File: config.mk
export PLATFORM = sky130hd
export DESIGN_NAME = alu8_core
export DESIGN_NICKNAME = d
export VERILOG_FILES = /design/src/rtl/alu8_pkg.sv /design/src/rtl/alu8_addsub.sv /design/src/rtl/alu8_shifter.sv /design/src/rtl/alu8_bitwise.sv /design/src/rtl/alu8_flagreg.sv /design/src/rtl/alu8_core.sv
export SDC_FILE = /design/constraint.sdc
export NUM_CORES = 1
export LEC_CHECK = 0
export ABC_AREA = 1
export CAP_MARGIN = 15
export CORE_MARGIN = 2
export CORE_UTILIZATION = 60
export CTS_CLUSTER_SIZE = 10
export DETAILED_ROUTE_END_ITERATION = 8
export DONT_BUFFER_PORTS = 1
export GPL_TIMING_DRIVEN = 1
export PLACE_DENSITY = 0.84
export SYNTH_ARGS = -nofsm -noshare
export SYNTH_HDL_FRONTEND = slang
export SYNTH_SLANG_ARGS = --single-unit
File: constraint.sdc
create_clock -name clk -period 3 [get_ports clk]
set_clock_uncertainty 0.1 [all_clocks]
set_input_delay 0.15 -clock clk [delete_from_list [all_inputs] [get_ports clk]]
set_output_delay 0.15 -clock clk [all_outputs]
set_load 0.05 [all_outputs]
File: src/rtl/alu8_pkg.sv
package alu8_pkg;
   typedef enum logic [3:0] {
      OP_ADD = 4'd0,  OP_SUB = 4'd1,  OP_AND = 4'd2,  OP_OR  = 4'd3,
      OP_XOR = 4'd4,  OP_SHL = 4'd5,  OP_SHR = 4'd6,  OP_ROL = 4'd7,
      OP_ROR = 4'd8,  OP_INC = 4'd9,  OP_DEC = 4'd10, OP_CMP = 4'd11,
      OP_MOV = 4'd12
   } alu_op_e;

   localparam int NFLAGS = 4;
   localparam int FL_N = 3;
   localparam int FL_Z = 2;
   localparam int FL_C = 1;
   localparam int FL_V = 0;

   typedef logic [NFLAGS-1:0] flag_vec_t;

   localparam flag_vec_t MASK_ALL  = 4'b1111;
   localparam flag_vec_t MASK_NZ   = 4'b1100;
   localparam flag_vec_t MASK_NZC  = 4'b1110;
   localparam flag_vec_t MASK_NONE = 4'b0000;
endpackage

File: src/rtl/alu8_addsub.sv
module alu8_addsub #(
   parameter int WIDTH = 8
) (
   input  logic [WIDTH-1:0] a,
   input  logic [WIDTH-1:0] b,
   input  logic             cin,
   input  logic             sub,
   output logic [WIDTH-1:0] sum,
   output logic             cout,
   output logic             ovf
);
   localparam int MSB = WIDTH - 1;

   logic [WIDTH-1:0] b_eff;
   logic [WIDTH:0]   wide;

   // subtraction as a + ~b + carry: carry set means no borrow
   assign b_eff = sub ? ~b : b;
   assign wide  = {1'b0, a} + {1'b0, b_eff} + {{WIDTH{1'b0}}, cin};
   assign sum   = wide[MSB:0];
   assign cout  = wide[WIDTH];
   assign ovf   = (a[MSB] == b_eff[MSB]) && (wide[MSB] != a[MSB]);
endmodule

File: src/rtl/alu8_shifter.sv
module alu8_shifter #(
   parameter int WIDTH = 8
) (
   input  logic [WIDTH-1:0] a,
   input  logic             cin,
   input  logic             to_right,
   input  logic             thru_carry,
   output logic [WIDTH-1:0] res,
   output logic             cout
);
   localparam int MSB = WIDTH - 1;

   logic fill;
   assign fill = thru_carry & cin;

   always_comb begin
      if (to_right) begin
         res  = {fill, a[MSB:1]};
         cout = a[0];
      end else begin
         res  = {a[MSB-1:0], fill};
         cout = a[MSB];
      end
   end
endmodule

File: src/rtl/alu8_bitwise.sv
module alu8_bitwise #(
   parameter int WIDTH = 8
) (
   input  logic [WIDTH-1:0] a,
   input  logic [WIDTH-1:0] b,
   input  logic [1:0]       sel,
   output logic [WIDTH-1:0] res
);
   always_comb begin
      unique case (sel)
         2'd0:    res = a & b;
         2'd1:    res = a | b;
         default: res = a ^ b;
      endcase
   end
endmodule

File: src/rtl/alu8_flagreg.sv
module alu8_flagreg
   import alu8_pkg::*;
(
   input  logic      clk,
   input  logic      rst_n,
   input  logic      en,
   input  flag_vec_t mask,
   input  flag_vec_t nxt,
   output flag_vec_t q
);
   for (genvar i = 0; i < NFLAGS; i++) begin : g_flag
      always_ff @(posedge clk or negedge rst_n) begin
         if (!rst_n)                q[i] <= 1'b0;
         else if (en && mask[i])    q[i] <= nxt[i];
      end
   end
endmodule

File: src/rtl/alu8_core.sv
module alu8_core
   import alu8_pkg::*;
#(
   parameter int WIDTH = 8
) (
   input  logic             clk,
   input  logic             rst_n,
   input  logic             apply,
   input  logic [3:0]       op_code,
   input  logic [WIDTH-1:0] reg_opnd,
   input  logic [WIDTH-1:0] mem_opnd,
   output logic [WIDTH-1:0] result,
   output logic [3:0]       upd_mask,
   output logic             flag_n,
   output logic             flag_z,
   output logic             flag_c,
   output logic             flag_v
);
   localparam int MSB = WIDTH - 1;
   localparam logic [WIDTH-1:0] ONE = WIDTH'(1);

   if (WIDTH < 2) begin : g_bad_width
      $error("alu8_core: WIDTH must be at least 2");
   end

   alu_op_e          op;
   flag_vec_t        q, nxt, mask;
   logic [WIDTH-1:0] as_sum, sh_res, bw_res;
   logic             as_cout, as_ovf, sh_cout;
   logic             is_cmp, is_sub;
   logic [1:0]       bw_sel;

   assign op     = alu_op_e'(op_code);
   assign is_cmp = (op == OP_CMP);
   assign is_sub = (op == OP_SUB) || is_cmp;
   assign bw_sel = (op == OP_AND) ? 2'd0 : (op == OP_OR) ? 2'd1 : 2'd2;

   alu8_addsub #(.WIDTH(WIDTH)) u_addsub (
      .a(reg_opnd), .b(mem_opnd), .cin(is_cmp | q[FL_C]), .sub(is_sub),
      .sum(as_sum), .cout(as_cout), .ovf(as_ovf)
   );

   alu8_shifter #(.WIDTH(WIDTH)) u_shift (
      .a(reg_opnd), .cin(q[FL_C]),
      .to_right((op == OP_SHR) || (op == OP_ROR)),
      .thru_carry((op == OP_ROL) || (op == OP_ROR)),
      .res(sh_res), .cout(sh_cout)
   );

   alu8_bitwise #(.WIDTH(WIDTH)) u_bitw (
      .a(reg_opnd), .b(mem_opnd), .sel(bw_sel), .res(bw_res)
   );

   always_comb begin
      result    = reg_opnd;
      mask      = MASK_NONE;
      nxt[FL_C] = 1'b0;
      nxt[FL_V] = as_ovf;
      unique case (op)
         OP_ADD, OP_SUB: begin
            result = as_sum; mask = MASK_ALL; nxt[FL_C] = as_cout;
         end
         OP_AND, OP_OR, OP_XOR: begin
            result = bw_res; mask = MASK_NZ;
         end
         OP_SHL, OP_SHR, OP_ROL, OP_ROR: begin
            result = sh_res; mask = MASK_NZC; nxt[FL_C] = sh_cout;
         end
         OP_INC: begin result = reg_opnd + ONE; mask = MASK_NZ; end
         OP_DEC: begin result = reg_opnd - ONE; mask = MASK_NZ; end
         OP_MOV: begin mask = MASK_NZ; end
         OP_CMP: begin mask = MASK_NZC; nxt[FL_C] = as_cout; end
         default: ;
      endcase
      // compare judges the difference, every other op judges its result
      nxt[FL_N] = is_cmp ? as_sum[MSB] : result[MSB];
      nxt[FL_Z] = is_cmp ? (as_sum == '0) : (result == '0);
   end

   alu8_flagreg u_flags (
      .clk(clk), .rst_n(rst_n), .en(apply), .mask(mask), .nxt(nxt), .q(q)
   );

   assign upd_mask = mask;
   assign flag_n   = q[FL_N];
   assign flag_z   = q[FL_Z];
   assign flag_c   = q[FL_C];
   assign flag_v   = q[FL_V];
endmodule

* Word-level counts from Yosys, hierarchy flattened *
Index checks and enable logic that the tools add are counted.

storage, ports and cells
  bits of input ports = 23
  bits in registers = 4
  output and inout bits = 16
  logic and storage cells = 58

cells by class
  equality and inequality tests = 15
  reduce and logical (&&, ||, !) cells = 18
  add/sub/neg operators = 4
  muxes and demuxes = 11
  bitwise operators = 6

operator list
  cell                                                                   number
  8-bit case mux with 5 select lines                                     1
  4-bit equality test, second input constant                             5
  4-bit by 3-bit equality test with 1-bit output, second input constant  4
  8-bit logical NOT                                                      2
  8-bit two-way mux                                                      2
  8-bit case mux with 2 select lines                                     1
  4-bit case mux with 3 select lines                                     1
  8-bit by 8-bit adder with 9-bit output                                 1
  9-bit by 1-bit adder with 9-bit output                                 1
  8-bit by 1-bit adder with 8-bit output, second input constant          1
  8-bit bitwise AND                                                      1
  4-bit by 2-bit equality test with 1-bit output, second input constant  2
  8-bit inverter                                                         1
  8-bit OR                                                               1
  8-bit by 1-bit subtractor with 8-bit output, second input constant     1
  8-bit XOR                                                              1
  3-bit OR reduction                                                     2
  6-bit OR reduction                                                     1
  1-bit logical AND                                                      5
  5-bit OR reduction                                                     1
  4-bit by 1-bit equality test with 1-bit output, second input constant  1
  4-bit logical NOT                                                      1
  2-bit two-way mux                                                      2
  4-bit OR reduction                                                     1
  other kinds (10)                                                       14

* Longest topological paths before layout *
  word-level depth = 8
  depth in mapped cells = 19
  mapped depth without buffers = 19

* Cells and area by module *
From an unflattened synthesis, not the netlist that was laid out.

second synthesis, totals
  cells, all modules = 376
  area, all modules = 2118.3 um^2

by module, submodules not included
  module        seq. area each (um^2)  area each (um^2)  cells each  times used
  alu8_core     0.0                    909.6             186         1
  alu8_addsub   0.0                    460.4             72          1
  alu8_bitwise  0.0                    454.2             68          1
  alu8_flagreg  100.1                  170.2             21          1
  alu8_shifter  0.0                    123.9             29          1

* Worst setup path before layout *
OpenSTA, ideal clock, no wires.

  path type = register to register
  start point = register u_flags.q[1]
  end point = register u_flags.q[2]
  arrival = 2869 ps
  cell stages (with the launch flop) = 15
  buffers on the path = 0
  setup slack = -47 ps
  cell sequence = dfrtp_1 > or2_2 > fa_1 > fa_1 > nor2_1 > nor2_1 > nand2_1 > nand2_1 > nor2_1 > nand3_2 > nor2_1 > nand3_1 > nor2_1 > nand3_1 > a21oi_1

between the ends
  word-level cells in the longest chain between the ends = 5
  elaborated cells between the ends (all ways) = 8
  those cells by class = 1 x add/sub; 3 x mux; 2 x bitwise; 2 x reduce/logical

RTL lines
  item                                    RTL line            RTL
  start, declared                         alu8_flagreg.sv:9   output flag_vec_t q
  start signal, assigned by index         alu8_flagreg.sv:14  else if (en && mask[i]) q[i] <= nxt[i];
  1-bit OR                                alu8_core.sv:39     .a(reg_opnd), .b(mem_opnd), .cin(is_cmp | q[FL_C]), .sub(is_sub),
  9-bit by 1-bit adder with 9-bit output  alu8_addsub.sv:19   assign wide = {1'b0, a} + {1'b0, b_eff} + {{WIDTH{1'b0}}, cin};
  8-bit case mux with 5 select lines      alu8_core.sv:59     unique case (op)
  named net result[2]                     alu8_core.sv:12     output logic [WIDTH-1:0] result,
  8-bit logical NOT                       alu8_core.sv:77     nxt[FL_Z] = is_cmp ? (as_sum == '0) : (result == '0);
  1-bit two-way mux                       alu8_core.sv:77

The timed path passes the listed nets, and every way through them passes these cells.
A chain may end at the register's enable or synchronous reset.

* Worst setup path in the final report *
  start point = register u_flags.q[1]
  end point = output result[4]

between the ends
  word-level cells in the longest chain between the ends = 3

RTL lines
  item                                    RTL line
  1-bit OR                                alu8_core.sv:39
  9-bit by 1-bit adder with 9-bit output  alu8_addsub.sv:19
  8-bit case mux with 5 select lines      alu8_core.sv:59
  end, declared                           alu8_core.sv:12

No other way between the ends.

==> key figures <==
Die
  – IO Pins: 39
  – Row count: 20
  – Initial Utilization: 0.633
  – Die X: 61.0 microns
  – Die H: 61.0 microns
  – Core area: 0.00308 sq mm
  – Die ar.: 0.00372 sq mm

Placement
  – Port Buffers: 0
  – Post-place instance area: 0.00213 sq mm
  – Routability congestion estimate: 1.01
  – Placement Setup Slack: 22.0 ps
  – Post-DP HPWL: 4790 microns

Clock tree
  – CTS tree: yes
  – Clock latency on the worst-skew pair: 230 ps
  – Clock root buffer: clkbuf_4
  – Bufs on Longest Clock Path: 2
  – Worst-path clk slew: 40 ps
  – CTS Buf Count: 3
  – # clock sinks: 4
  – Htree depth: 1

Detailed routing
  – Post-DRT Antenna Nets: 0
  – Iteration-0 DRC Markers: 216
  – DR WL/cell: 13.7 microns
  – Residual DRC count: 0
  – DRT Pass-1 Iters: 5
  – Via density: 5.49
  – Vias: 2318
  – Routed Wire Length: 5790 microns

Synthesis
  – Syn Std Cell Area: 0.00195 sq mm
  – Compound-Gate Fraction of Synth Area: 0.0938
  – Adder-cell area share of the yosys netlist: 0.217
  – Xor/xnor cell area share of the yosys netlist: 0.0495
  – Seq/Total Area, Yosys: 0.0514
  – Number of synthesized register bits: 4
  – Simple-Gate Fraction of Synth Area: 0.467
  – Largest family of logic cells by synthesized area: simple AND/OR/NAND/NOR gates
  – Synthesized net count: 412
  – Post-Syn Instances: 357
  – Synthesized area per cell: 5.46 sq um
  – Ys Warns: 0
  – Mux cell area share after synthesis: 0
  – Synth cell types: 29

Run status
  – Outcome: completed

Power and ir drop
  – PwrDens: 293 mW/mm^2
  – Peak VDD IR: 125 uV
  – LEAKAGE: 1.32 nW
  – Total Power: 0.650 mW

Final layout
  – Max FFs per register: 4
  – P&R area growth vs syn: 13.9%
  – Area of the multi-input gates: 0.00164 sq mm
  – Top reg by flops: u_flags.q
  – Top Registers: u_flags.q x4
  – Fillers: 302
  – Final net count: 435
  – Post-route design area: 0.00222 sq mm
  – Antenna diodes: 0
  – Sequential cell area: 100 sq um
  – Fraction of final layout cells sized beyond drive strength 1: 0.111

Critical path
  – Worst-path maximum fanout: 2
  – WS Path Type: flop to output port
  – Critical path capture point type: output port
  – CP required: 2750 ps
  – Worst setup SP type: flop
  – WP data arrival: 2720 ps

Timing
  – Final Critical Period: 2970 ps
  – Final Hold Violating Endpoints: 0
  – Slew Viols, Final: 0
  – Final Setup Violations: 0
  – Final hold slack: 8.72 ps
  – Achievable frequency: 337 MHz
  – Fin Setup TNS: 0 ps
  – RSZ-0062 raised after global routing: yes
  – Final setup margin: 33.3 ps
  – Worst-margin pin slew: 1020 ps
  – Fin crit share: 0.989
  – Slew headroom: 0.316

GRT
  – Global route overflow: 0
  – Vias in the first global route: 2103
  – Total GRT Usage: 0.328
  – Largest net degree at the start of global routing: 11
  – First-pass GRT wire length: 9100 microns
  – Initial antenna violation count: 0

Worst hold path
  – Worst Hold Class: primary input to flop

Run
  – Number of max-cap violations: 0
==> per-layer routing <==
metal / wire length (microns) / share of wire / track usage / vias up
li1: - / - / - / 1166
met1: 2480 / 0.43 / 0.408 / 1027
met2: 2730 / 0.47 / 0.573 / 111
met3: 431 / 0.074 / 0.0554 / 14
met4: 144 / 0.025 / 0.106 / 0
met5: 0 / 0 / 0 / -
==> cells by family after synthesis <==
kind of cell,after synthesis
and+or+nand+nor,215
buffers and inverters,62
AOI/OAI and AO/OA,33
adders and majority gates,32
xor gates and xnor gates,11
DFF,4
==> layout make-up <==
cell class              count  share of cell area
repair buffers             19              0.0767
multi-input cells         291               0.738
inverters                  61               0.105
flip-flops and latches      4              0.0451
well taps                  44              0.0248
clock buffers               3              0.0102
==> path summary, 6_finish.rpt <==
kind | startpoint | to | slack [ps] | cells past startpoint
max | u_flags.q[1] | result[4] | 30 | 11
min | apply | u_flags.q[0] | 9 | 2
max reg2reg | u_flags.q[1] | u_flags.q[2] | 320 | 13
min reg2reg | u_flags.q[1] | u_flags.q[1] | 690 | 3
max in group asynchronous | rst_n | u_flags.q[2] | 2550 | 1
min in group asynchronous | rst_n | u_flags.q[1] | 90 | 1
==> cell usage after synthesis <==
master | instances | area (sq um)
xor2_1 | 10 | 87.6
a21o_1 | 1 | 7.51
nor2_2 | 1 | 6.26
o211ai_1 | 1 | 7.51
nand3_1 | 36 | 180
o31ai_1 | 1 | 7.51
a31oi_1 | 3 | 18.8
xnor2_1 | 1 | 8.76
and2_1 | 1 | 6.26
fa_1 | 3 | 60.1
nand2_1 | 119 | 447
inv_2 | 3 | 11.3
nand4_1 | 4 | 25.0
nand3_2 | 1 | 10.0
o21ai_2 | 1 | 8.76
nor3_1 | 1 | 5.00
o21ai_0 | 13 | 65.1
or2_2 | 2 | 12.5
nand3b_1 | 2 | 15.0
a21oi_1 | 11 | 55.1
dfrtp_1 | 4 | 100
buf_4 | 1 | 7.51
nor2_1 | 43 | 161
o22ai_1 | 2 | 12.5
nand2_4 | 1 | 11.3
inv_1 | 58 | 218
nor2_4 | 1 | 11.3
nand2_2 | 3 | 18.8
ha_1 | 29 | 363
==> cell usage in the layout (no fill, tap or decap), types with 2 or more instances in the layout <==
cell type,instances
a21oi_1,10
a31oi_1,3
buf_12,2
buf_4,16
clkbuf_4,3
dfrtp_1,4
fa_2,2
ha_1,29
inv_1,56
inv_2,4
nand2_1,117
nand2_2,5
nand3_1,36
nand3b_1,2
nand4_1,4
nor2_1,42
nor2_2,2
o21ai_0,13
o22ai_1,2
xor2_1,10
==> critical path, cell delays in order (launching register included) <==
cell	delay, ps
dfrtp_1	380
or2_4	260
fa_2	400
fa_2	360
nand2_2	80
nand2_2	50
a21oi_2	150
xor2_1	210
nor2_1	60
nor2_1	140
buf_4	150
clkinvlp_4	230
==> where the power goes <==
| group | internal (mW) | total [mW] | switching [mW] |
|---|---|---|---|
| logic | 0.175 | 0.485 | 0.309 |
| clock network | 0.0448 | 0.0675 | 0.0227 |
| registers | 0.0641 | 0.0974 | 0.0332 |
| total | 0.284 | 0.650 | 0.365 |
==> stage by stage <==
step                      cells   util
final                       422  0.721
after global routing        422  0.721
after CTS                   420  0.712
after detailed placement    414  0.693
after global placement      414  0.693
after floorplan             357      -
==> repair_timing <==
| action | CTS | global route |
|---|---|---|
| endpoints found under the setup margin | 2 | 2 |
| gates resized for setup | 3 | 6 |
| hold buffers | 1 | 0 |
| setup buffers | 2 | 2 |
| pin swaps | 3 | 5 |
| hold endpoints to repair | 4 | 0 |
Power figures use the tool's default switching activity.
